==> src/rtl/iso_mon_pkg.sv <==
package iso_mon_pkg;
  localparam int NCLS  = 4;
  localparam int CNT_W = 8;

  typedef enum logic [1:0] {
    CL_LATE  = 2'd0,
    CL_EARLY = 2'd1,
    CL_DROP  = 2'd2,
    CL_LEAK  = 2'd3
  } err_cls_e;
endpackage

==> src/rtl/iso_mon_settle.sv <==
module iso_mon_settle #(
  parameter int SETTLE_CYC = 4
) (
  input  logic clk,
  input  logic rst_n,
  input  logic pwr_en_i,
  input  logic pwr_ack_i,
  output logic ready_o
);
  localparam int SW = $clog2(SETTLE_CYC + 1);
  localparam logic [SW-1:0] LIMIT = SW'(SETTLE_CYC);

  logic [SW-1:0] run_q;

  always_ff @(posedge clk) begin
    if (!rst_n) begin
      run_q <= '0;
    end else if (!(pwr_en_i && pwr_ack_i)) begin
      run_q <= '0;
    end else if (run_q != LIMIT) begin
      run_q <= run_q + 1'b1;
    end
  end

  assign ready_o = (run_q == LIMIT);

  // losing power or acknowledge removes readiness on the next cycle
  p_ready_drop_r3: assert property (@(posedge clk) disable iff (!rst_n)
    !(pwr_en_i && pwr_ack_i) |=> !ready_o);
endmodule

==> src/rtl/iso_mon_detect.sv <==
module iso_mon_detect
  import iso_mon_pkg::*;
#(
  parameter int          DATA_W    = 8,
  parameter logic [DATA_W-1:0] CLAMP_VAL = '0
) (
  input  logic            clk,
  input  logic            rst_n,
  input  logic            iso_en_i,
  input  logic            pwr_en_i,
  input  logic            ready_i,
  input  logic [DATA_W-1:0] iso_out_i,
  output logic [NCLS-1:0] evt_o
);
  logic primed_q;
  logic pwr_q;
  logic iso_q;
  logic mis_q;
  logic mis_now;
  logic iso_fell;
  logic pwr_fell;

  always_ff @(posedge clk) begin
    if (!rst_n) begin
      primed_q <= 1'b0;
      pwr_q    <= 1'b0;
      iso_q    <= 1'b0;
      mis_q    <= 1'b0;
    end else begin
      primed_q <= 1'b1;
      pwr_q    <= pwr_en_i;
      iso_q    <= iso_en_i;
      mis_q    <= mis_now;
    end
  end

  assign mis_now  = primed_q && !pwr_en_i && (iso_out_i != CLAMP_VAL);
  assign iso_fell = primed_q && iso_q && !iso_en_i;
  assign pwr_fell = primed_q && pwr_q && !pwr_en_i;

  always_comb begin
    evt_o           = '0;
    evt_o[CL_LATE]  = pwr_fell && !iso_en_i;
    evt_o[CL_EARLY] = iso_fell && pwr_en_i && !ready_i;
    evt_o[CL_DROP]  = iso_fell && !pwr_en_i;
    evt_o[CL_LEAK]  = mis_now && !mis_q;
  end

  p_late_r2: assert property (@(posedge clk) disable iff (!rst_n)
    primed_q && $fell(pwr_en_i) && !iso_en_i |-> evt_o[CL_LATE]);
  p_drop_r4: assert property (@(posedge clk) disable iff (!rst_n)
    primed_q && $fell(iso_en_i) && !pwr_en_i |-> evt_o[CL_DROP]);
  p_excl_r4: assert property (@(posedge clk) disable iff (!rst_n)
    $onehot0({evt_o[CL_EARLY], evt_o[CL_DROP]}));
  p_leak_once_r5: assert property (@(posedge clk) disable iff (!rst_n)
    evt_o[CL_LEAK] |=> !evt_o[CL_LEAK]);
endmodule

==> src/rtl/iso_mon_log.sv <==
module iso_mon_log
  import iso_mon_pkg::*;
(
  input  logic             clk,
  input  logic             rst_n,
  input  logic             clr_i,
  input  logic             evt_i,
  output logic             flag_o,
  output logic             pulse_o,
  output logic [CNT_W-1:0] cnt_o
);
  localparam logic [CNT_W-1:0] CMAX = '1;

  always_ff @(posedge clk) begin
    if (!rst_n) begin
      flag_o  <= 1'b0;
      pulse_o <= 1'b0;
      cnt_o   <= '0;
    end else begin
      pulse_o <= evt_i;
      if (clr_i) begin
        flag_o <= evt_i;
        cnt_o  <= evt_i ? CNT_W'(1) : '0;
      end else begin
        if (evt_i) flag_o <= 1'b1;
        if (evt_i && cnt_o != CMAX) cnt_o <= cnt_o + 1'b1;
      end
    end
  end

  p_pulse_flag_r7: assert property (@(posedge clk) disable iff (!rst_n)
    pulse_o |-> flag_o);
  p_sticky_r6: assert property (@(posedge clk) disable iff (!rst_n)
    flag_o && !clr_i |=> flag_o);
  p_sat_r8: assert property (@(posedge clk) disable iff (!rst_n)
    cnt_o == CMAX && !clr_i |=> cnt_o == CMAX);
  p_flag_cnt_r8: assert property (@(posedge clk) disable iff (!rst_n)
    flag_o == (cnt_o != '0));
endmodule

==> src/rtl/iso_order_mon.sv <==
module iso_order_mon
  import iso_mon_pkg::*;
#(
  parameter int                DATA_W     = 8,
  parameter logic [DATA_W-1:0] CLAMP_VAL  = '0,
  parameter int                SETTLE_CYC = 4
) (
  input  logic                   clk,
  input  logic                   rst_n,
  input  logic                   iso_en_i,
  input  logic                   pwr_en_i,
  input  logic                   pwr_ack_i,
  input  logic [DATA_W-1:0]      iso_out_i,
  input  logic                   clr_i,
  output logic [NCLS-1:0]        err_flags_o,
  output logic [NCLS-1:0]        err_pulse_o,
  output logic [NCLS*CNT_W-1:0]  err_cnt_o
);
  logic            ready;
  logic [NCLS-1:0] evt;

  iso_mon_settle #(.SETTLE_CYC(SETTLE_CYC)) settle_i (
    .clk       (clk),
    .rst_n     (rst_n),
    .pwr_en_i  (pwr_en_i),
    .pwr_ack_i (pwr_ack_i),
    .ready_o   (ready)
  );

  iso_mon_detect #(.DATA_W(DATA_W), .CLAMP_VAL(CLAMP_VAL)) detect_i (
    .clk       (clk),
    .rst_n     (rst_n),
    .iso_en_i  (iso_en_i),
    .pwr_en_i  (pwr_en_i),
    .ready_i   (ready),
    .iso_out_i (iso_out_i),
    .evt_o     (evt)
  );

  for (genvar k = 0; k < NCLS; k++) begin : g_cls
    iso_mon_log log_i (
      .clk     (clk),
      .rst_n   (rst_n),
      .clr_i   (clr_i),
      .evt_i   (evt[k]),
      .flag_o  (err_flags_o[k]),
      .pulse_o (err_pulse_o[k]),
      .cnt_o   (err_cnt_o[k*CNT_W +: CNT_W])
    );
  end

  // an ordered release after settling never flags early
  p_settled_ok_r9: assert property (@(posedge clk) disable iff (!rst_n)
    ready && pwr_en_i |-> !evt[CL_EARLY]);
endmodule

==> config.mk <==
export PLATFORM = sky130hd
export DESIGN_NAME = iso_order_mon
export DESIGN_NICKNAME = d
export VERILOG_FILES = /design/src/rtl/iso_mon_pkg.sv /design/src/rtl/iso_mon_settle.sv /design/src/rtl/iso_mon_detect.sv /design/src/rtl/iso_mon_log.sv /design/src/rtl/iso_order_mon.sv
export SDC_FILE = /design/constraint.sdc
export NUM_CORES = 1
export LEC_CHECK = 0
export BUFFER_PORTS_ARGS = -buffer_cell sky130_fd_sc_hd__buf_2
export CAP_MARGIN = 15
export CORE_ASPECT_RATIO = 1.5
export CORE_MARGIN = 2
export CORE_UTILIZATION = 50
export CTS_BUF_LIST = sky130_fd_sc_hd__clkbuf_4
export CTS_CLUSTER_DIAMETER = 40
export DETAILED_ROUTE_END_ITERATION = 8
export GPL_TIMING_DRIVEN = 0
export HOLD_SLACK_MARGIN = 0.06
export PLACE_DENSITY = 0.75
export SLEW_MARGIN = 20
export SYNTH_ARGS = -nofsm -noshare
export SYNTH_HDL_FRONTEND = slang
export SYNTH_HIERARCHICAL = 1
export SYNTH_SLANG_ARGS = --single-unit
==> constraint.sdc <==
create_clock -name clk -period 2.8 [get_ports clk]
set_clock_uncertainty 0.05 [all_clocks]
set_input_delay 0.28 -clock clk [delete_from_list [all_inputs] [get_ports clk]]
set_output_delay 0.28 -clock clk [all_outputs]
set_load 0.02 [all_outputs]
==> flow_summary_export.csv <==
group,metric,value,unit
logic_synthesis,synth_flop_cell,"dfxtp_1",
grt,grt_pass1_wl,8260,microns
die,die_w,59.9,microns
logic_synthesis,syn_area,0.00234,sq mm
die,dieArea,0.00525,sq mm
cts,cts_resized,0,
logic_synthesis,synth-async-reset-ratio,0,%
timing,fin_hold_ws,110,ps
critical_path,crit_path_end,"g_cls[1].log_i/cnt_o[7]$_SDFFE_PN0P_",
final_layout,nFillCells,416,
logic_synthesis,post_synth.cell_area_avg,9.83,sq um
timing,fmax,454,MHz
die,rows,30,
cts,post_cts_buffers,0,
route,top_layer,"met4",
timing,finalSetupTns,0,ps
route,vias,2088,
cts,cts_tree,"yes",
cts,max-clock-path-buffers,2,
critical_path,critical-path-slowest-cell,"nor3b_2",
critical_path,r2r_start,"settle_i/run_q[0]$_SDFFE_PN0P_",
route,wirelength,4980,microns
route,post_drt_via_cell_ratio,6.03,
route,wl_met1,2130,microns
critical_path,path_class,"register to register",
critical_path,path_cells,"inv_1 -> ha_1 -> and2_2 -> nor3b_2 -> and4_1 -> buf_4 -> a21oi_1 -> a311oi_1",
die,start_util,51.9,%
critical_path,worst_setup_path_end_kind,"register",
cts,clk_pin_slew_worst_paths,130,ps
placed_design,gp_congestion,0.848,
job,cap_violations,0,
critical_path,startpoint,"settle_i/run_q[0]$_SDFFE_PN0P_",
power,comb_power_share,6.6,%
power,power_frac_seq,64.9,%
power,p_int,0.793,mW
grt,grt_usage,19.8,%
cts,clock_sink_count,47,
die,die_height,87.8,microns
logic_synthesis,syn-instance-count,238,
critical_path,ff2ff_path_depth,8,
logic_synthesis,seq_area_frac_synth,40.2,%
cts,clock_latency,350,ps
critical_path,slowest_delay,450,ps
grt,grt_pass1_vias,1953,
timing,min_period,2200,ps
power,p_sw_share,24.4,%
final_layout,drive_gt1_share,30.5,%
power,clockPowerShare,28.5,%
final_layout,layout_commonest_cell,"buf_2",
grt,overflow,0,
min_path,hold_path.class,"primary input to register",
cts,h-tree-depth,2,
timing,setup_violations,0,
die,core-area,0.00450,sq mm
final_layout,synthToLayoutAreaGrowth,16.4,%
critical_path,path_depth,8,
critical_path,critical_path_buf_inv_count,2,
critical_path,cp_top_family,"simple AND/OR/NAND/NOR gates",
critical_path,ff2ff_setup_slack,600,ps
critical_path,critPathArrivalTime,2430,ps
cts,cts-buffers-inserted,5,
power,power_density,385,mW/mm^2
critical_path,reg2reg_to,"g_cls[1].log_i/cnt_o[7]$_SDFFE_PN0P_",
logic_synthesis,synth-warning-count,6,
timing,slew_headroom,44.0,%
route,detail_route.first_pass.iterations,4,
die,io_pins,54,
route,wl_met3,203,microns
timing,period_share,78.6,%
route,ant_nets,0,
route,drt_iter0_drc,102,
route,drt-wirelength-per-cell,14.4,microns
timing,tightest_slew,839,ps
grt,grt_start_max_net_pins,26,
placed_design,dp_hpwl,3560,microns
critical_path,cp_max_fo,9,
route,met2_length,2580,microns
timing,hold_violations,0,
run_status,run_status,"finished clean",
route,drcViolationCount,0,
timing,rsz0062_at_grt,"no",
cts,cts_hold_buffers,0,
timing,drv_slew,0,
placed_design,io_buffers,53,
logic_synthesis,synth.ff_latch_count,47,
cts,cts_root_buf,"clkbuf_4",
final_layout,n_antenna_cell,0,
critical_path,cp_data_required_time,3020,ps
logic_synthesis,synth_edf_count,0,
power,vdd_drop_max,244,uV
critical_path,start_kind,"register",
power,p_leak,1.16,nW
final_layout,layout_common_cells,"53 x buf_2, 47 x dfxtp_1, 12 x and4_1, 12 x a31oi_1, 12 x nand2_1",
grt,antenna_found_initial,0,
logic_synthesis,synth_nets,258,
logic_synthesis,ys_types,40,
power,p_switching,0.256,mW
final_layout,final_nets,318,
[area by class of cell]
| class | count | area [sq um] | area share [%] |
|---|---|---|---|
| Clock buffer | 5 | 37.5 | 1.38 |
| Sequential cell | 47 | 941 | 34.6 |
| Tap cell | 48 | 60.1 | 2.21 |
| Multi-Input combinational cell | 172 | 1290 | 47.5 |
| Clock inverter | 2 | 8.76 | 0.322 |
| Inverter | 11 | 41.3 | 1.52 |
| Buffer | 8 | 75.1 | 2.76 |
| Timing Repair Buffer | 53 | 265 | 9.74 |
[metrics by stage]
step / util, % / setup slack, ps / cells / area, sq um / power, mW
final: 60.4 / 599 / 346 / 2720 / 1.05
after global routing: 60.4 / 355 / 346 / 2720 / 1.10
after detailed placement: 59.3 / 273 / 339 / 2670 / 0.765
after CTS: 60.3 / 238 / 346 / 2720 / 1.06
after global placement: 59.2 / 309 / 339 / 2670 / 0.764
after floorplan: - / 631 / 238 / 2340 / 0.734
[flip-flops by register name (all words and copies together) (netlist names)]
signal,cells
detect_i/primed_q,1
detect_i/mis_q,1
detect_i/iso_q,1
g_cls.log_i/flag_o,4
g_cls.log_i/cnt_o,32
detect_i/pwr_q,1
settle_i/run_q,3
g_cls.log_i/pulse_o,4
[worst register-to-register path: stages (launching register included)]
cell and delay (ps):
dfxtp_1 400, inv_1 60, ha_1 260, and2_2 220, nor3b_2 450, and4_1 260
buf_4 140, a21oi_1 60, a311oi_1 230
[worst min-delay path by stage]
stage                     depth (start not counted)  slack (ps)                                 end                          startpoint
final                                             2         110           detect_i/iso_q$_SDFF_PN0_                            iso_en_i
after global routing                              2         110           detect_i/iso_q$_SDFF_PN0_                            iso_en_i
after CTS                                         2         100           detect_i/iso_q$_SDFF_PN0_                            iso_en_i
after detailed placement                          1         390  g_cls[0].log_i/flag_o$_SDFFE_PN0P_  g_cls[0].log_i/flag_o$_SDFFE_PN0P_
after global placement                            1         380  g_cls[0].log_i/flag_o$_SDFFE_PN0P_  g_cls[0].log_i/flag_o$_SDFFE_PN0P_
after floorplan                                   0         260           detect_i/primed_q$_DFF_P_                               rst_n
[power groups by stage]
stage | clock network, mW | logic [mW] | registers, mW
6_report | 0.299 | 0.0698 | 0.681
5_1_grt | 0.336 | 0.0772 | 0.682
4_1_cts | 0.311 | 0.0704 | 0.681
3_5_place_dp | 0 | 0.0696 | 0.696
3_3_place_gp | 0 | 0.0681 | 0.696
2_1_floorplan | 0 | 0.0338 | 0.700
[Yosys cell counts (5+ instances only)]
cell       n  area, sq um
nand3_1    7         35.0
a31oi_1   12         75.1
dfxtp_1   47          941
a311oi_1   8         70.1
nand2b_1   8         50.1
ha_1       6         75.1
a211oi_1   8         60.1
nand2_1   12         45.0
and4_1    12          105
nor2_1     6         22.5
and3_1     8         50.1
and2_2     5         37.5
inv_1     11         41.3
a21oi_1   11         55.1
[layer usage]
layer / track usage, % / vias to the layer above
met5: 0 / -
met4: 7.27 / 0
met3: 3.55 / 6
met2: 35.2 / 46
met1: 23.0 / 984
li1: - / 1052
[logic make-up after synthesis]
| family | Yosys count | share of synthesized area [%] |
|---|---|---|
| buf+inv | 19 | 4.97 |
| mux | 4 | 1.71 |
| compound gates | 74 | 25.4 |
| simple gates | 88 | 24.5 |
| flops | 47 | 40.2 |
| fa+ha+maj | 6 | 3.21 |
Note: power is estimated with default switching activity, not from simulation.
